===== src/rtl/txr_pkg.sv =====
package txr_pkg;

   typedef enum logic {
      TXR_IDLE = 1'b0,
      TXR_SEND = 1'b1
   } txr_state_e;

   typedef struct packed {
      logic no_retry;
      logic force_coll;
   } txr_cfg_t;

endpackage


===== src/rtl/txr_cfg_gate.sv =====
module txr_cfg_gate
   import txr_pkg::*;
#(
   parameter bit FORCE_COLL_EN = 1'b1
) (
   input  logic     clk,
   input  logic     rst_n,
   input  logic     halt,
   input  logic     pause,
   input  logic     we,
   input  logic     wr_no_retry,
   input  logic     wr_force_coll,
   output txr_cfg_t cfg
);

   logic unlocked;
   logic no_retry_q;
   logic force_q;

   assign unlocked = halt | pause;

   always_ff @(posedge clk) begin
      if (!rst_n)                no_retry_q <= 1'b0;
      else if (we && unlocked)   no_retry_q <= wr_no_retry;
   end

   generate
      if (FORCE_COLL_EN) begin : g_force
         always_ff @(posedge clk) begin
            if (!rst_n)              force_q <= 1'b0;
            else if (we && unlocked) force_q <= wr_force_coll;
         end
      end else begin : g_no_force
         logic unused_force_wr;
         assign unused_force_wr = wr_force_coll;
         assign force_q = 1'b0;
      end
   endgenerate

   assign cfg.no_retry   = no_retry_q;
   assign cfg.force_coll = force_q;

   // configuration holds when neither halt nor pause is high
   assert_cfg_locked_R7: assert property (@(posedge clk) disable iff (!rst_n)
      !(halt || pause) |=> $stable(cfg));

endmodule


===== src/rtl/txr_try_ctr.sv =====
module txr_try_ctr #(
   parameter int MAX_TRIES = 16,
   localparam int CW = $clog2(MAX_TRIES + 1)
) (
   input  logic          clk,
   input  logic          rst_n,
   input  logic          load,
   input  logic          incr,
   input  logic          single,
   output logic [CW-1:0] count,
   output logic          at_limit
);

   localparam logic [CW-1:0] LIMIT = CW'(MAX_TRIES);
   localparam logic [CW-1:0] ONE   = CW'(1);

   always_ff @(posedge clk) begin
      if (!rst_n)                 count <= '0;
      else if (load)              count <= ONE;
      else if (incr && !at_limit) count <= count + ONE;
   end

   assign at_limit = single | (count >= LIMIT);

   // attempt count never runs past the budget
   assert_try_bound_R2: assert property (@(posedge clk) disable iff (!rst_n)
      count <= LIMIT);

   // a load always restarts the count at the first attempt
   assert_try_reload_R9: assert property (@(posedge clk) disable iff (!rst_n)
      load |=> (count == ONE));

endmodule


===== src/rtl/txr_byte_win.sv =====
module txr_byte_win #(
   parameter int WINDOW = 64,
   localparam int BW = $clog2(WINDOW + 1)
) (
   input  logic clk,
   input  logic rst_n,
   input  logic clear,
   input  logic step,
   output logic full,
   output logic last_step
);

   localparam logic [BW-1:0] TOP  = BW'(WINDOW);
   localparam logic [BW-1:0] LAST = BW'(WINDOW - 1);

   logic [BW-1:0] cnt;

   always_ff @(posedge clk) begin
      if (!rst_n)            cnt <= '0;
      else if (clear)        cnt <= '0;
      else if (step && !full) cnt <= cnt + BW'(1);
   end

   assign full      = (cnt == TOP);
   assign last_step = step && (cnt == LAST);

   // the byte count saturates at the window size
   assert_win_bound_R8: assert property (@(posedge clk) disable iff (!rst_n)
      cnt <= TOP);

endmodule


===== src/rtl/txr_retry_ctrl.sv =====
module txr_retry_ctrl
   import txr_pkg::*;
#(
   parameter int MAX_TRIES     = 16,
   parameter int WINDOW        = 64,
   parameter bit FORCE_COLL_EN = 1'b1,
   localparam int CW = $clog2(MAX_TRIES + 1)
) (
   input  logic clk,
   input  logic rst_n,
   input  logic frame_start,
   input  logic byte_sent,
   input  logic frame_end,
   input  logic collision,
   input  logic loop_internal,
   input  logic halt,
   input  logic pause,
   input  logic cfg_we,
   input  logic cfg_no_retry,
   input  logic cfg_force_coll,
   output logic retry_req,
   output logic fifo_hold,
   output logic done,
   output logic retry_err
);

   generate
      if (MAX_TRIES < 1) begin : g_bad_tries
         $error("txr_retry_ctrl: MAX_TRIES must be at least 1");
      end
      if (WINDOW < 1) begin : g_bad_window
         $error("txr_retry_ctrl: WINDOW must be at least 1");
      end
   endgenerate

   txr_state_e    state;
   txr_cfg_t      cfg;
   logic [CW-1:0] tries;
   logic          at_limit;
   logic          win_full;
   logic          win_last;

   logic busy, accept, coll_eff, hit, abort_now, rearm, finish, step;

   txr_cfg_gate #(.FORCE_COLL_EN(FORCE_COLL_EN)) u_cfg (
      .clk           (clk),
      .rst_n         (rst_n),
      .halt          (halt),
      .pause         (pause),
      .we            (cfg_we),
      .wr_no_retry   (cfg_no_retry),
      .wr_force_coll (cfg_force_coll),
      .cfg           (cfg)
   );

   assign busy      = (state == TXR_SEND);
   assign accept    = (state == TXR_IDLE) && frame_start;
   assign coll_eff  = collision | (cfg.force_coll & loop_internal);
   assign hit       = busy && coll_eff;
   assign abort_now = hit && (win_full || at_limit);
   assign rearm     = hit && !abort_now;
   assign finish    = busy && !coll_eff && frame_end;
   assign step      = busy && !coll_eff && !frame_end && byte_sent;

   txr_try_ctr #(.MAX_TRIES(MAX_TRIES)) u_tries (
      .clk      (clk),
      .rst_n    (rst_n),
      .load     (accept),
      .incr     (rearm),
      .single   (cfg.no_retry),
      .count    (tries),
      .at_limit (at_limit)
   );

   txr_byte_win #(.WINDOW(WINDOW)) u_win (
      .clk       (clk),
      .rst_n     (rst_n),
      .clear     (accept | rearm),
      .step      (step),
      .full      (win_full),
      .last_step (win_last)
   );

   always_ff @(posedge clk) begin
      if (!rst_n) begin
         state     <= TXR_IDLE;
         retry_req <= 1'b0;
         done      <= 1'b0;
         retry_err <= 1'b0;
         fifo_hold <= 1'b0;
      end else begin
         retry_req <= rearm;
         done      <= finish;
         retry_err <= abort_now;
         if (accept)                  state <= TXR_SEND;
         else if (abort_now || finish) state <= TXR_IDLE;
         if (accept)                  fifo_hold <= !cfg.no_retry;
         else if (abort_now || finish) fifo_hold <= 1'b0;
         else if (win_last)           fifo_hold <= 1'b0;
      end
   end

   // end strobes are exclusive and last one cycle
   assert_end_excl_R10: assert property (@(posedge clk) disable iff (!rst_n)
      !(done && retry_err));
   assert_done_pulse_R10: assert property (@(posedge clk) disable iff (!rst_n)
      done |=> !done);
   assert_err_pulse_R10: assert property (@(posedge clk) disable iff (!rst_n)
      retry_err |=> !retry_err);

   // no replay request while single-attempt mode was active
   assert_single_no_replay_R3: assert property (@(posedge clk) disable iff (!rst_n)
      retry_req |-> !$past(cfg.no_retry));

   // protection only starts with retries enabled
   assert_hold_needs_retry_R4: assert property (@(posedge clk) disable iff (!rst_n)
      $rose(fifo_hold) |-> !$past(cfg.no_retry));

   // no replay once the window has been passed
   assert_late_no_replay_R8: assert property (@(posedge clk) disable iff (!rst_n)
      retry_req |-> !$past(win_full));

   // forced collision in loopback ends every busy cycle with replay or error
   assert_forced_coll_R5: assert property (@(posedge clk) disable iff (!rst_n)
      (busy && cfg.force_coll && loop_internal) |=> (retry_req || retry_err));

   // a start while busy does not reload the attempt counter
   assert_busy_start_R11: assert property (@(posedge clk) disable iff (!rst_n)
      (busy && frame_start && !hit) |=> $stable(tries));

endmodule


===== config.mk =====
export PLATFORM = sky130hd
export DESIGN_NAME = txr_retry_ctrl
export DESIGN_NICKNAME = d
export VERILOG_FILES = /design/src/rtl/txr_pkg.sv /design/src/rtl/txr_cfg_gate.sv /design/src/rtl/txr_try_ctr.sv /design/src/rtl/txr_byte_win.sv /design/src/rtl/txr_retry_ctrl.sv
export SDC_FILE = /design/constraint.sdc
export NUM_CORES = 1
export LEC_CHECK = 0
export ABC_AREA = 1
export BUFFER_PORTS_ARGS = -buffer_cell sky130_fd_sc_hd__buf_2
export CELL_PAD_IN_SITES_DETAIL_PLACEMENT = 1
export CELL_PAD_IN_SITES_GLOBAL_PLACEMENT = 1
export CORE_MARGIN = 1
export CORE_UTILIZATION = 38
export DETAILED_ROUTE_END_ITERATION = 10
export PLACE_DENSITY_LB_ADDON = 0.25
export SLEW_MARGIN = 25
export SYNTH_ARGS = -nofsm -noshare
export SYNTH_HDL_FRONTEND = slang
export SYNTH_SLANG_ARGS = --single-unit

===== constraint.sdc =====
create_clock -name clk -period 1.4 [get_ports clk]
set_input_delay 0.28 -clock clk [delete_from_list [all_inputs] [get_ports clk]]
set_output_delay 0.28 -clock clk [all_outputs]
set_load 0.05 [all_outputs]

# Word level (Yosys, flattened, before mapping)
# Cells that the tools add are included.
# W data, S select, Z words.
[op_classes]
addsub = 2
magnitude_cmp = 1
n_eq_ne = 2
mux = 7
bitwise_logic = 7
reduce_logical = 25
[ops]
columns = ["op", "n"]
rows = [
  ["$logic_and A1 B1 Y1", 12],
  ["$add A7 B1 Y7 const B", 1],
  ["$eq A7 B6 Y1 const B", 1],
  ["$eq A7 B7 Y1 const B", 1],
  ["$mux W1", 7],
  ["$logic_not A1 Y1", 6],
  ["$add A5 B1 Y5 const B", 1],
  ["$ge A5 B5 Y1 const B", 1],
  ["$or A1 B1 Y1", 4],
  ["$reduce_bool A2 Y1", 2],
  ["$reduce_or A2 Y1", 2],
  ["$reduce_bool A3 Y1", 1],
  ["$logic_or A1 B1 Y1", 2],
  ["$not A1 Y1", 2],
  ["$and A1 B1 Y1", 1],
]
[totals]
reg_bits = 19
inputBits = 12
elab_cells = 54

# Depth between registers and ports, before layout
# Gate-level depths: netlist of the first run.
[logic_depth]
ltp_word = 10
mapped_depth = 11
mapped_depth_nobuf = 11

# Modules after synthesis
# Synthesis of the first run repeated with hierarchy kept, for this count alone.
[hier_totals]
cells_unflattened = 150
area_unflattened_um2 = 1012.2
[modules_own_cells]
columns = ["module", "n_inst", "cells_per_inst", "area_each_um2", "seq_area_each_um2"]
rows = [
  ["txr_byte_win", 1, 58, 394.1, 140.1],
  ["txr_try_ctr", 1, 39, 272.8, 100.1],
  ["txr_retry_ctrl", 1, 33, 227.7, 100.1],
  ["txr_cfg_gate", 1, 20, 117.6, 40.0],
]

# Least setup slack after synthesis of the first run
# No wires, ideal clock.
[synth_path]
path_kind = "register to register"
startpoint = "register u_win.cnt[0]"
endpoint = "register u_tries.count[2]"
setup_ns = 0.113
t_arrival_ns = 1.144
setup_slack_ns = 0.143
path_stages_with_launch = 11
n_path_buf = 0
period_less_slack_ns = 1.257
path_cell_list = "dfxtp_1 > inv_1 > ha_1 > nand2_1 > inv_1 > nand3_2 > nand3_4 > nor2_4 > nand2_1 > nand2_1 > nor2_1"
[synth_between]
elab_chain_len = 6
[synth_lines]
columns = ["element", "line_no", "rtl"]
rows = [
  ["start, declared", "txr_byte_win.sv:16", "logic [BW-1:0] cnt;"],
  ["start signal, assigned", "txr_byte_win.sv:21", "else if (step && !full) cnt <= cnt + BW'(1);"],
  ["$eq A7 B7 Y1", "txr_byte_win.sv:24", "assign full = (cnt == TOP);"],
  ["$logic_or A1 B1 Y1", "txr_retry_ctrl.sv:60", "assign abort_now = hit && (win_full || at_limit);"],
  ["$logic_and A1 B1 Y1", "txr_retry_ctrl.sv:60", ""],
  ["$logic_not A1 Y1", "txr_retry_ctrl.sv:61", "assign rearm = hit && !abort_now;"],
  ["$logic_and A1 B1 Y1", "txr_retry_ctrl.sv:61", ""],
  ["$logic_and A1 B1 Y1", "txr_try_ctr.sv:20", "else if (incr && !at_limit) count <= count + ONE;"],
  ["end signal, assigned", "txr_try_ctr.sv:20", ""],
  ["end, declared", "txr_try_ctr.sv:10", "output logic [CW-1:0] count,"],
]
# No other way between the ends.
# A chain may end at the register's enable or synchronous reset.

# Worst setup path in the final report of the first run
# Same ends and word-level chain as after synthesis.

==> reports/results.ini, run 1 <==
[global_routing]
grt_pass1_wl_microns=3830
grt_util_all_layers_pct=19.3
grt_max_degree=12
grt_pass1_vias=919
grt_overflow=0
antenna_found_initial=0

[setup_path]
crit_required_ps=1600
crit_path_max_fanout=7
crit_arrival_ps=1560
criticalPathCategory=flip-flop to flip-flop
startpoint_type=flip-flop
cp-end-kind=flip-flop

[sta]
slew_violations=0
relSlewSlack_pct=78.3
fin_tns_setup_ps=0
setup_viol=0
fin_skew_ps=9.15
fin_crit_sh_pct=97.2
hold_violations=0
layout_min_cycle_time_ps=1360
tightest_slew_ps=324
fmax_mhz=735
fin_ws_ps=39.8

[status]
status=completed

[clock_tree]
clkSinkCount=19
cts_tree=yes
cts_hold_buf=0
cts_buffers=3
clk_transition_reported_paths_ps=120
htreeDepth=1
clock_latency_ps=290
root_buffer=clkbuf_4
clockBufferDepth=2

[placement]
place_hpwl_microns=1790
place_inst=180
gp_congestion=0.752
place_ws_ps=-23.2
io_buffers=15

[die]
die_w_microns=52.5
dieArea_sq_um=2750
die_h_microns=52.5
std_cell_rows=17
io-pin-count=16
start_util_pct=42.1
core_sq_um=2300

[synth]
syn-num-nets=151
yosys-top-cells-area=dfxtp_1 39%, nand2_1 14%, nor2_1 7.8%
avgSynthCellArea_sq_um=7.11
synth_cell_types=22
synth_seq_cells=19
yosys_warnings=0
synthCells=136
netlist_area_sq_um=967
synth_top_area_cell=dfxtp_1
ys_seq_area_share_pct=39.3
synth_top_area_share_pct=39.3

[final_layout]
syn_to_final_growth_pct=20.7
nNetsFinal=174
antenna_cells=0
n_fill_cell=311
multiInputGateArea_sq_um=549
final_layout_size_suffix_gt1_share_pct=28.5
stdcell_count=186
layout.area.seq_sq_um=385

[drt]
vias=951
wl_per_cell_microns=13.3
first_pass_iters=4
ant_nets=0
drc=0
viasPerCell=5.11
drtIter0Drc=26
drt_wl_total_microns=2470

[pwr]
p_seq_share_pct=58.0
switching_share_pct=27.7
power.internal_mw=0.705
p_switching_mw=0.270
power.density_nw_per_um2=835
pwr-share-comb_pct=13.4
p_leak_nw=0.491
clock_power_share_pct=28.6
peakVddDrop_mv=0.418

[job]
maxCapViolCount=0

[hold_path]
hp-class=input pin to flip-flop

cells by family (layout without fill, tap and decap cells):
kind of cell | Yosys count | count (layout) | share of synthesized area (%)
compound gates | 18 | 18 | 10.9
xor+xnor | 4 | 4 | 3.62
fa+ha+maj | 3 | 3 | 3.88
buf+inv | 18 | 40 | 7.24
flops | 19 | 19 | 39.3
simple gates | 74 | 74 | 35.1
metrics by stage:
stage          hold slack [ps]  utilization (%)  power [mW]  cell area, sq um
4_1_cts                    220             48.5       0.988              1110
6_report                   231             50.8       0.975              1170
5_1_grt                    221             50.8        1.03              1170
2_1_floorplan              416                -       0.663               967
3_5_place_dp               470             47.2       0.707              1080
3_3_place_gp               468             47.2       0.700              1080
metal layers:
metal	part of all wire [%]	global-route usage, %	up-vias	wire length [microns]
li1	-	-	472	-
met5	0	0	-	0
met3	3.4	4.35	4	85
met4	1.1	5.26	0	28
met2	52	35.9	18	1280
met1	43	21.7	457	1070
area by class of cell:
| cell class | count | area share (%) |
|---|---|---|
| well taps | 28 | 3.00 |
| clock buffers | 3 | 1.93 |
| flip-flops and latches | 19 | 33.0 |
| multi-input cells | 99 | 47.1 |
| inverters | 18 | 6.22 |
| repair buffers | 18 | 8.36 |
| clock inverters | 1 | 0.429 |
worst max-delay path, cell delays in order (launching register included):
cell	delay, ps
dfxtp_4	400
inv_4	50
ha_4	150
nand2_2	70
inv_2	50
nand3_4	90
nand3_4	140
nor2_4	170
nand2_1	60
nand2_1	60
nor2_1	40
cells in the mapped netlist (all sizes together):
| cell | number |
|---|---|
| nand4 | 2 |
| nand3 | 8 |
| nand2 | 40 |
| xnor2 | 3 |
| a21oi | 13 |
| xor2 | 1 |
| dfxtp | 19 |
| o21ai | 5 |
| nand3b | 1 |
| ha | 3 |
| nor2 | 23 |
| inv | 18 |
path summary, 6_finish.rpt:
check	depth (start not counted)	slack [ps]	to	start
max	10	40	u_tries.count[2]$_SDFFE_PP0P_	u_win.cnt[0]$_SDFFE_PP0P_
max reg2reg	10	40	u_tries.count[2]$_SDFFE_PP0P_	u_win.cnt[0]$_SDFFE_PP0P_
min	3	230	u_cfg.force_q$_SDFFE_PN0P_	rst_n
min reg2reg	2	480	u_tries.count[4]$_SDFFE_PP0P_	u_tries.count[4]$_SDFFE_PP0P_
state kept, by name, indices dropped and copies added (netlist names):
register          count
fifo_hold             1
done                  1
retry_req             1
busy                  1
retry_err             1
u_cfg.force_q         1
u_win.cnt             7
u_tries.count         5
u_cfg.no_retry_q      1
placed cells by master, fill, tap and decap left out, types with 2 or more instances in the layout:
cell      netlist  layout
dfxtp_1        19      17
buf_2           0      15
a21oi_1        11      11
buf_4           0       3
xnor2_1         3       3
inv_2           1       3
nand3_1         6       6
clkbuf_4        0       3
nand4_1         2       2
nor2_1         20      20
nand2_1        35      33
o21ai_0         4       4
inv_4           1       2
nand2_2         5       6
inv_1          16      13
nand3_4         1       2
nor2_2          2       2
power groups by stage:
stage,Clock [mW],Combinational [mW],Sequential [mW]
2_1_floorplan,0,0.0699,0.593
3_3_place_gp,0,0.121,0.579
3_5_place_dp,0,0.127,0.579
4_1_cts,0.293,0.128,0.567
5_1_grt,0.321,0.143,0.569
6_report,0.279,0.130,0.566
repair_timing:
| action | in CTS | in global routing |
|---|---|---|
| resized for setup | 2 | 12 |
| buffers inserted | 0 | 2 |
| endpoints found under the setup margin | 5 | 11 |
| pin swaps | 0 | 2 |
(Power assumes the default switching activity.)
==> run 2: changes to the inputs <==
--- a/config.mk
+++ b/config.mk
@@ -12,6 +12,7 @@
 export CORE_MARGIN = 1
 export CORE_UTILIZATION = 38
 export DETAILED_ROUTE_END_ITERATION = 10
+export MAX_ROUTING_LAYER = met4
 export PLACE_DENSITY_LB_ADDON = 0.25
 export SLEW_MARGIN = 25
 export SYNTH_ARGS = -nofsm -noshare
==> run 2 against run 1 <==
Against the previous run: first-iteration DRC count rose by 15%; largest power group unchanged; register-to-register slack hardly changed; critical endpoint unchanged; sequential power about the same; power is essentially flat; design area unchanged; worst hold slack lost 0.52 ps; combinational power hardly changed; via count is 0.42% higher; cell count stayed put; routed wire length is 0.12% higher; critical path depth unchanged; global-route usage is 0.50 points higher.
==> reports/results.ini, run 2 (synthesis gave the netlist of run 1 again) <==
[status]
status=completed

[drt]
wl_per_cell_microns=13.3
first_pass_iters=4
viasPerCell=5.13
vias=955
drc=0
drtIter0Drc=30
drt_wl_total_microns=2470
ant_nets=0

[setup_path]
crit_chain=inv_4 -> ha_4 -> nand2_2 -> inv_2 -> nand3_4 -> nand3_4 -> nor2_4 -> nand2_1 -> nand2_1 -> nor2_1
cp-end-kind=flip-flop
crit_required_ps=1600
reg2reg_slack_ps=40
cp_top_family=simple AND/OR/NAND/NOR gates
path_buf_inv=2
crit_arrival_ps=1560
worst_path_max_delay_cell=dfxtp_4
criticalPathCategory=flip-flop to flip-flop
startpoint_type=flip-flop
worst_path_largest_cell_delay_ps=390
crit_path_max_fanout=7

[sta]
fin_tns_setup_ps=0
fin_skew_ps=9.24
layout_min_cycle_time_ps=1360
holdWs_ps=231
fmax_mhz=736
fin_crit_sh_pct=97.1
tightest_slew_ps=337
setup_viol=0
relSlewSlack_pct=77.5
hold_violations=0
slew_violations=0

[placement]
gp_congestion=0.762
io_buffers=15
place_hpwl_microns=1790

[clock_tree]
cts_hold_buf=0
htreeDepth=1
clockBufferDepth=2
clkSinkCount=19
root_buffer=clkbuf_4
clock_latency_ps=300
cts_buffers=3
cts_tree=yes
clk_transition_reported_paths_ps=120

[final_layout]
most-common-layout-cells=33 x nand2_1, 20 x nor2_1, 17 x dfxtp_1, 15 x buf_2, 13 x inv_1
syn_to_final_growth_pct=20.7
n_fill_cell=311
nNetsFinal=174
fin_util_pct=50.8
final_common_cell=nand2_1
top_register=u_win.cnt
largest_reg_flops=7
antenna_cells=0
final_layout_size_suffix_gt1_share_pct=28.5
largestRegisters=u_win.cnt (7), u_tries.count (5)

[pwr]
power.density_nw_per_um2=835
p_leak_nw=0.491
peakVddDrop_mv=0.418

[global_routing]
grt_use_met1_pct=21.7
antenna_found_initial=0
grt_pass1_wl_microns=3840
use_met2_pct=35.9
grt_overflow=0
busiest_layer=met2
grt_util_all_layers_pct=19.8
grt_pass1_vias=914
gr-usage-met3_pct=4.35
grt_max_degree=12

[die]
die_w_microns=52.5
io-pin-count=16
dieArea_sq_um=2750
die_h_microns=52.5
core_sq_um=2300
std_cell_rows=17
start_util_pct=42.1

[hold_path]
hp-class=input pin to flip-flop

[job]
maxCapViolCount=0

## run 2: area by class of cell
cell class              count  area, sq um  area share, %
well taps                  28         35.0           3.00
clock inverters             1         5.00          0.429
repair buffers             18         97.6           8.36
inverters                  18         72.6           6.22
multi-input cells          99          549           47.1
flip-flops and latches     19          385           33.0
clock buffers               3         22.5           1.93
## run 2: path summary, 6_finish.rpt
kind / startpoint / to / depth (start not counted)
max: u_win.cnt[0]$_SDFFE_PP0P_ / u_tries.count[2]$_SDFFE_PP0P_ / 10
min: rst_n / u_cfg.force_q$_SDFFE_PN0P_ / 3
max reg2reg: u_win.cnt[0]$_SDFFE_PP0P_ / u_tries.count[2]$_SDFFE_PP0P_ / 10
min reg2reg: u_tries.count[4]$_SDFFE_PP0P_ / u_tries.count[4]$_SDFFE_PP0P_ / 2
## run 2: stage by stage
step | setup slack, ps | instances | area (sq um) | power [mW]
after global placement | 69.7 | 180 | 1080 | 0.700
final | 40.4 | 186 | 1170 | 0.975
after CTS | 0.136 | 184 | 1110 | 0.988
after detailed placement | -23.2 | 180 | 1080 | 0.707
after floorplan | 143 | 136 | 967 | 0.663
after global routing | -57.2 | 186 | 1170 | 1.03
## run 2: tightest hold or removal path, stage by stage
cell and delay, ps:
buf_2 110, o21ai_0 60, nor2_1 40
## run 2: power by group
part	internal (mW)	switching, mW
clock network	0.106	0.173
logic	0.0446	0.0859
registers	0.554	0.0116
total	0.705	0.271
## run 2: what timing repair did
item	CTS	global route
buffers inserted	0	2
pin swaps	0	2
gates cloned	0	0
resized for setup	2	12
endpoints found under the setup margin	5	11
## run 2: metal layers
metal | share of wire [%] | wire length [microns]
met5 | 0 | 0
met4 | 1.3 | 31
met3 | 4.5 | 112
met2 | 52 | 1280
met1 | 42 | 1050
==> run 3: changes to the inputs <==
--- a/config.mk
+++ b/config.mk
@@ -7,14 +7,13 @@
 export LEC_CHECK = 0
 export ABC_AREA = 1
 export BUFFER_PORTS_ARGS = -buffer_cell sky130_fd_sc_hd__buf_2
-export CELL_PAD_IN_SITES_DETAIL_PLACEMENT = 1
-export CELL_PAD_IN_SITES_GLOBAL_PLACEMENT = 1
-export CORE_MARGIN = 1
-export CORE_UTILIZATION = 38
+export CORE_MARGIN = 2
+export CORE_UTILIZATION = 54
 export DETAILED_ROUTE_END_ITERATION = 10
 export MAX_ROUTING_LAYER = met4
 export PLACE_DENSITY_LB_ADDON = 0.25
 export SLEW_MARGIN = 25
 export SYNTH_ARGS = -nofsm -noshare
 export SYNTH_HDL_FRONTEND = slang
+export SYNTH_HIERARCHICAL = 1
 export SYNTH_SLANG_ARGS = --single-unit
==> run 3 against run 2 <==
Against the previous run: the run now ends with negative setup slack left; clock power is essentially flat; sequential power is essentially flat; count of clock-buffer cells in the layout stayed put; largest cell class unchanged; largest power group unchanged.
==> reports/results.ini, run 3 <==
[final_layout]
antenna_cells=0
most-common-layout-cells=24 x inv_1, 21 x nand2_1, 19 x nor2_1, 18 x buf_4, 17 x dfxtp_1
largestRegisters=u_win/cnt (7), u_tries/count (5)
stdcell_count=210
final_layout_size_suffix_gt1_share_pct=38.9
syn_to_final_growth_pct=31.1
nNetsFinal=201
top_register=u_win/cnt
largest_reg_flops=7
final_common_cell=inv_1
n_fill_cell=141

[sta]
tightest_slew_ps=253
fin_tns_setup_ps=-1030
relSlewSlack_pct=83.3
fin_crit_sh_pct=109
fin_ws_ps=-127
rsz0062_at_grt=true
setup_viol=13
slew_violations=0
fmax_mhz=655
holdWs_ps=238
fin_skew_ps=7.23
layout_min_cycle_time_ps=1530
hold_violations=0

[drt]
drt_wl_total_microns=2300
wl_per_cell_microns=10.9
drc=0
drtIter0Drc=7
first_pass_iters=4
vias=1012
ant_nets=0
viasPerCell=4.82

[setup_path]
crit_required_ps=1660
worst_path_largest_cell_delay_ps=360
cp-end-kind=flip-flop
criticalPathCategory=flip-flop to flip-flop
worst_path_max_delay_cell=dfxtp_2
crit_arrival_ps=1790
crit_chain=inv_2 -> ha_4 -> nand2_2 -> inv_2 -> nand3_2 -> inv_2 -> inv_2 -> nand4_1 -> inv_2 -> buf_4 -> nand3_1 -> nand3_1 -> nand2_1 -> inv_1
crit_path_max_fanout=3
startpoint_type=flip-flop
path_common_cell=inv_2

[synth]
synth_seq_cells=19
synth_top_area_cell=dfxtp_1
synth.most_common_cell=inv_1
avgSynthCellArea_sq_um=6.75
yosys_warnings=6
netlist_area_sq_um=1010
syn-num-nets=165
ys_seq_area_share_pct=37.6
synthCells=150
synth_top_area_share_pct=37.6
synth-edff-count=0
async_reset_ff_share_pct=0
synth_commonest_cells=31 x inv_1, 24 x nand2_1, 22 x nor2_1
synth_ff_type=dfxtp_1
synth_cell_types=20
yosys-top-cells-area=dfxtp_1 38%, inv_1 11%, nand2_1 8.9%

[status]
failed_checks=negative setup slack
status=finished with violations

[die]
core_sq_um=1750
io-pin-count=16
start_util_pct=58.0
dieArea_sq_um=2240
die_h_microns=47.3
std_cell_rows=15
die_w_microns=47.3

[clock_tree]
root_buffer=clkbuf_4
cts_tree=yes
clock_latency_ps=310
clk_transition_reported_paths_ps=110
clockBufferDepth=2
clkSinkCount=19
htreeDepth=1
cts_hold_buf=0
cts_buffers=3

[hold_path]
hp-class=input pin to flip-flop

[placement]
place_inst=201
io_buffers=15
place_ws_ps=-92.1
place_hpwl_microns=1620
gp_congestion=0.824

[global_routing]
grt_pass1_wl_microns=3760
grt_pass1_vias=978
antenna_found_initial=0
grt_max_degree=12
grt_overflow=0
grt_util_all_layers_pct=25.1

[pwr]
p_leak_nw=0.636
power.density_nw_per_um2=773
peakVddDrop_mv=0.543
fin_total_pwr_mw=1.03

[job]
maxCapViolCount=0

-- run 3: cell count changes in the layout (fill, tap and decap cells not counted), moves of 3 or more --
cell	before	now
o21ai_0	4	0
nand3_2	0	3
nor2_2	2	6
nand3_1	6	13
a21oi_1	11	5
inv_1	13	24
buf_4	3	18
nand4_1	2	5
inv_2	3	9
o21ai_1	1	4
nand2_1	33	21
-- run 3: path summary, 6_finish.rpt --
check,startpoint,endpoint,slack [ps],depth (start not counted)
worst min-delay path,rst_n,u_tries/count[0]$_SDFFE_PN0P_,240,3
worst min register to register,u_cfg/force_q$_SDFFE_PN0P_,u_cfg/force_q$_SDFFE_PN0P_,490,2
worst max-delay path,u_win/cnt[0]$_SDFFE_PP0P_,u_tries/count[0]$_SDFFE_PN0P_,-130,14
worst max register to register,u_win/cnt[0]$_SDFFE_PP0P_,u_tries/count[0]$_SDFFE_PN0P_,-130,14
-- run 3: worst max-delay path: cells and delay by family, from the launching register on --
family	cells	cell delay (ps)
buffers and inverters	7	480
flip-flops	1	360
AND/OR/NAND/NOR	6	500
adder cells (fa/ha/maj)	1	150
-- run 3: cell families (layout without fill, tap and decap cells) --
| group | after synthesis | after routing | share of synthesized area [%] |
|---|---|---|---|
| AOI/OAI and AO/OA | 13 | 13 | 7.54 |
| xor gates and xnor gates | 2 | 2 | 1.73 |
| adders and majority gates | 3 | 3 | 3.71 |
| buffers and inverters | 35 | 70 | 13.7 |
| DFF | 19 | 19 | 37.6 |
| and+or+nand+nor | 78 | 78 | 35.7 |
-- run 3: through the flow --
step                      utilization [%]  instance area [sq um]
after global placement               69.7                   1220
final                                76.1                   1330
after CTS                            74.7                   1300
after global routing                 76.1                   1330
after detailed placement             69.7                   1220
after floorplan                         -                   1030
-- run 3: layout make-up --
cell class	count	area, sq um	share of cell area, %
Multi-Input combinational cell	96	552	41.6
Clock inverter	1	5.00	0.377
Inverter	33	124	9.33
Sequential cell	19	383	28.8
Tap cell	25	31.3	2.36
Clock buffer	3	22.5	1.70
Timing Repair Buffer	33	210	15.8
-- run 3: metal layers --
| metal | part of all wire [%] | track usage, % | vias up | wire length, microns |
|---|---|---|---|---|
| met5 | 0 | - | - | 0 |
| met4 | 3.4 | 12.8 | 0 | 79 |
| met3 | 4.5 | 8.46 | 10 | 103 |
| met1 | 40 | 24.1 | 440 | 927 |
| li1 | - | - | 531 | - |
| met2 | 52 | 43.8 | 31 | 1190 |
-- run 3: power by group --
group	internal [mW]	leakage (nW)	switching, mW
logic	0.0674	0.463	0.111
clock network	0.107	0.0177	0.175
registers	0.557	0.156	0.00937
total	0.731	0.636	0.295
-- run 3: timing repair --
item | CTS | global route
setup endpoints to repair | 12 | 15
pin swaps | 7 | 6
resized for setup | 11 | 8
buffers inserted | 4 | 2
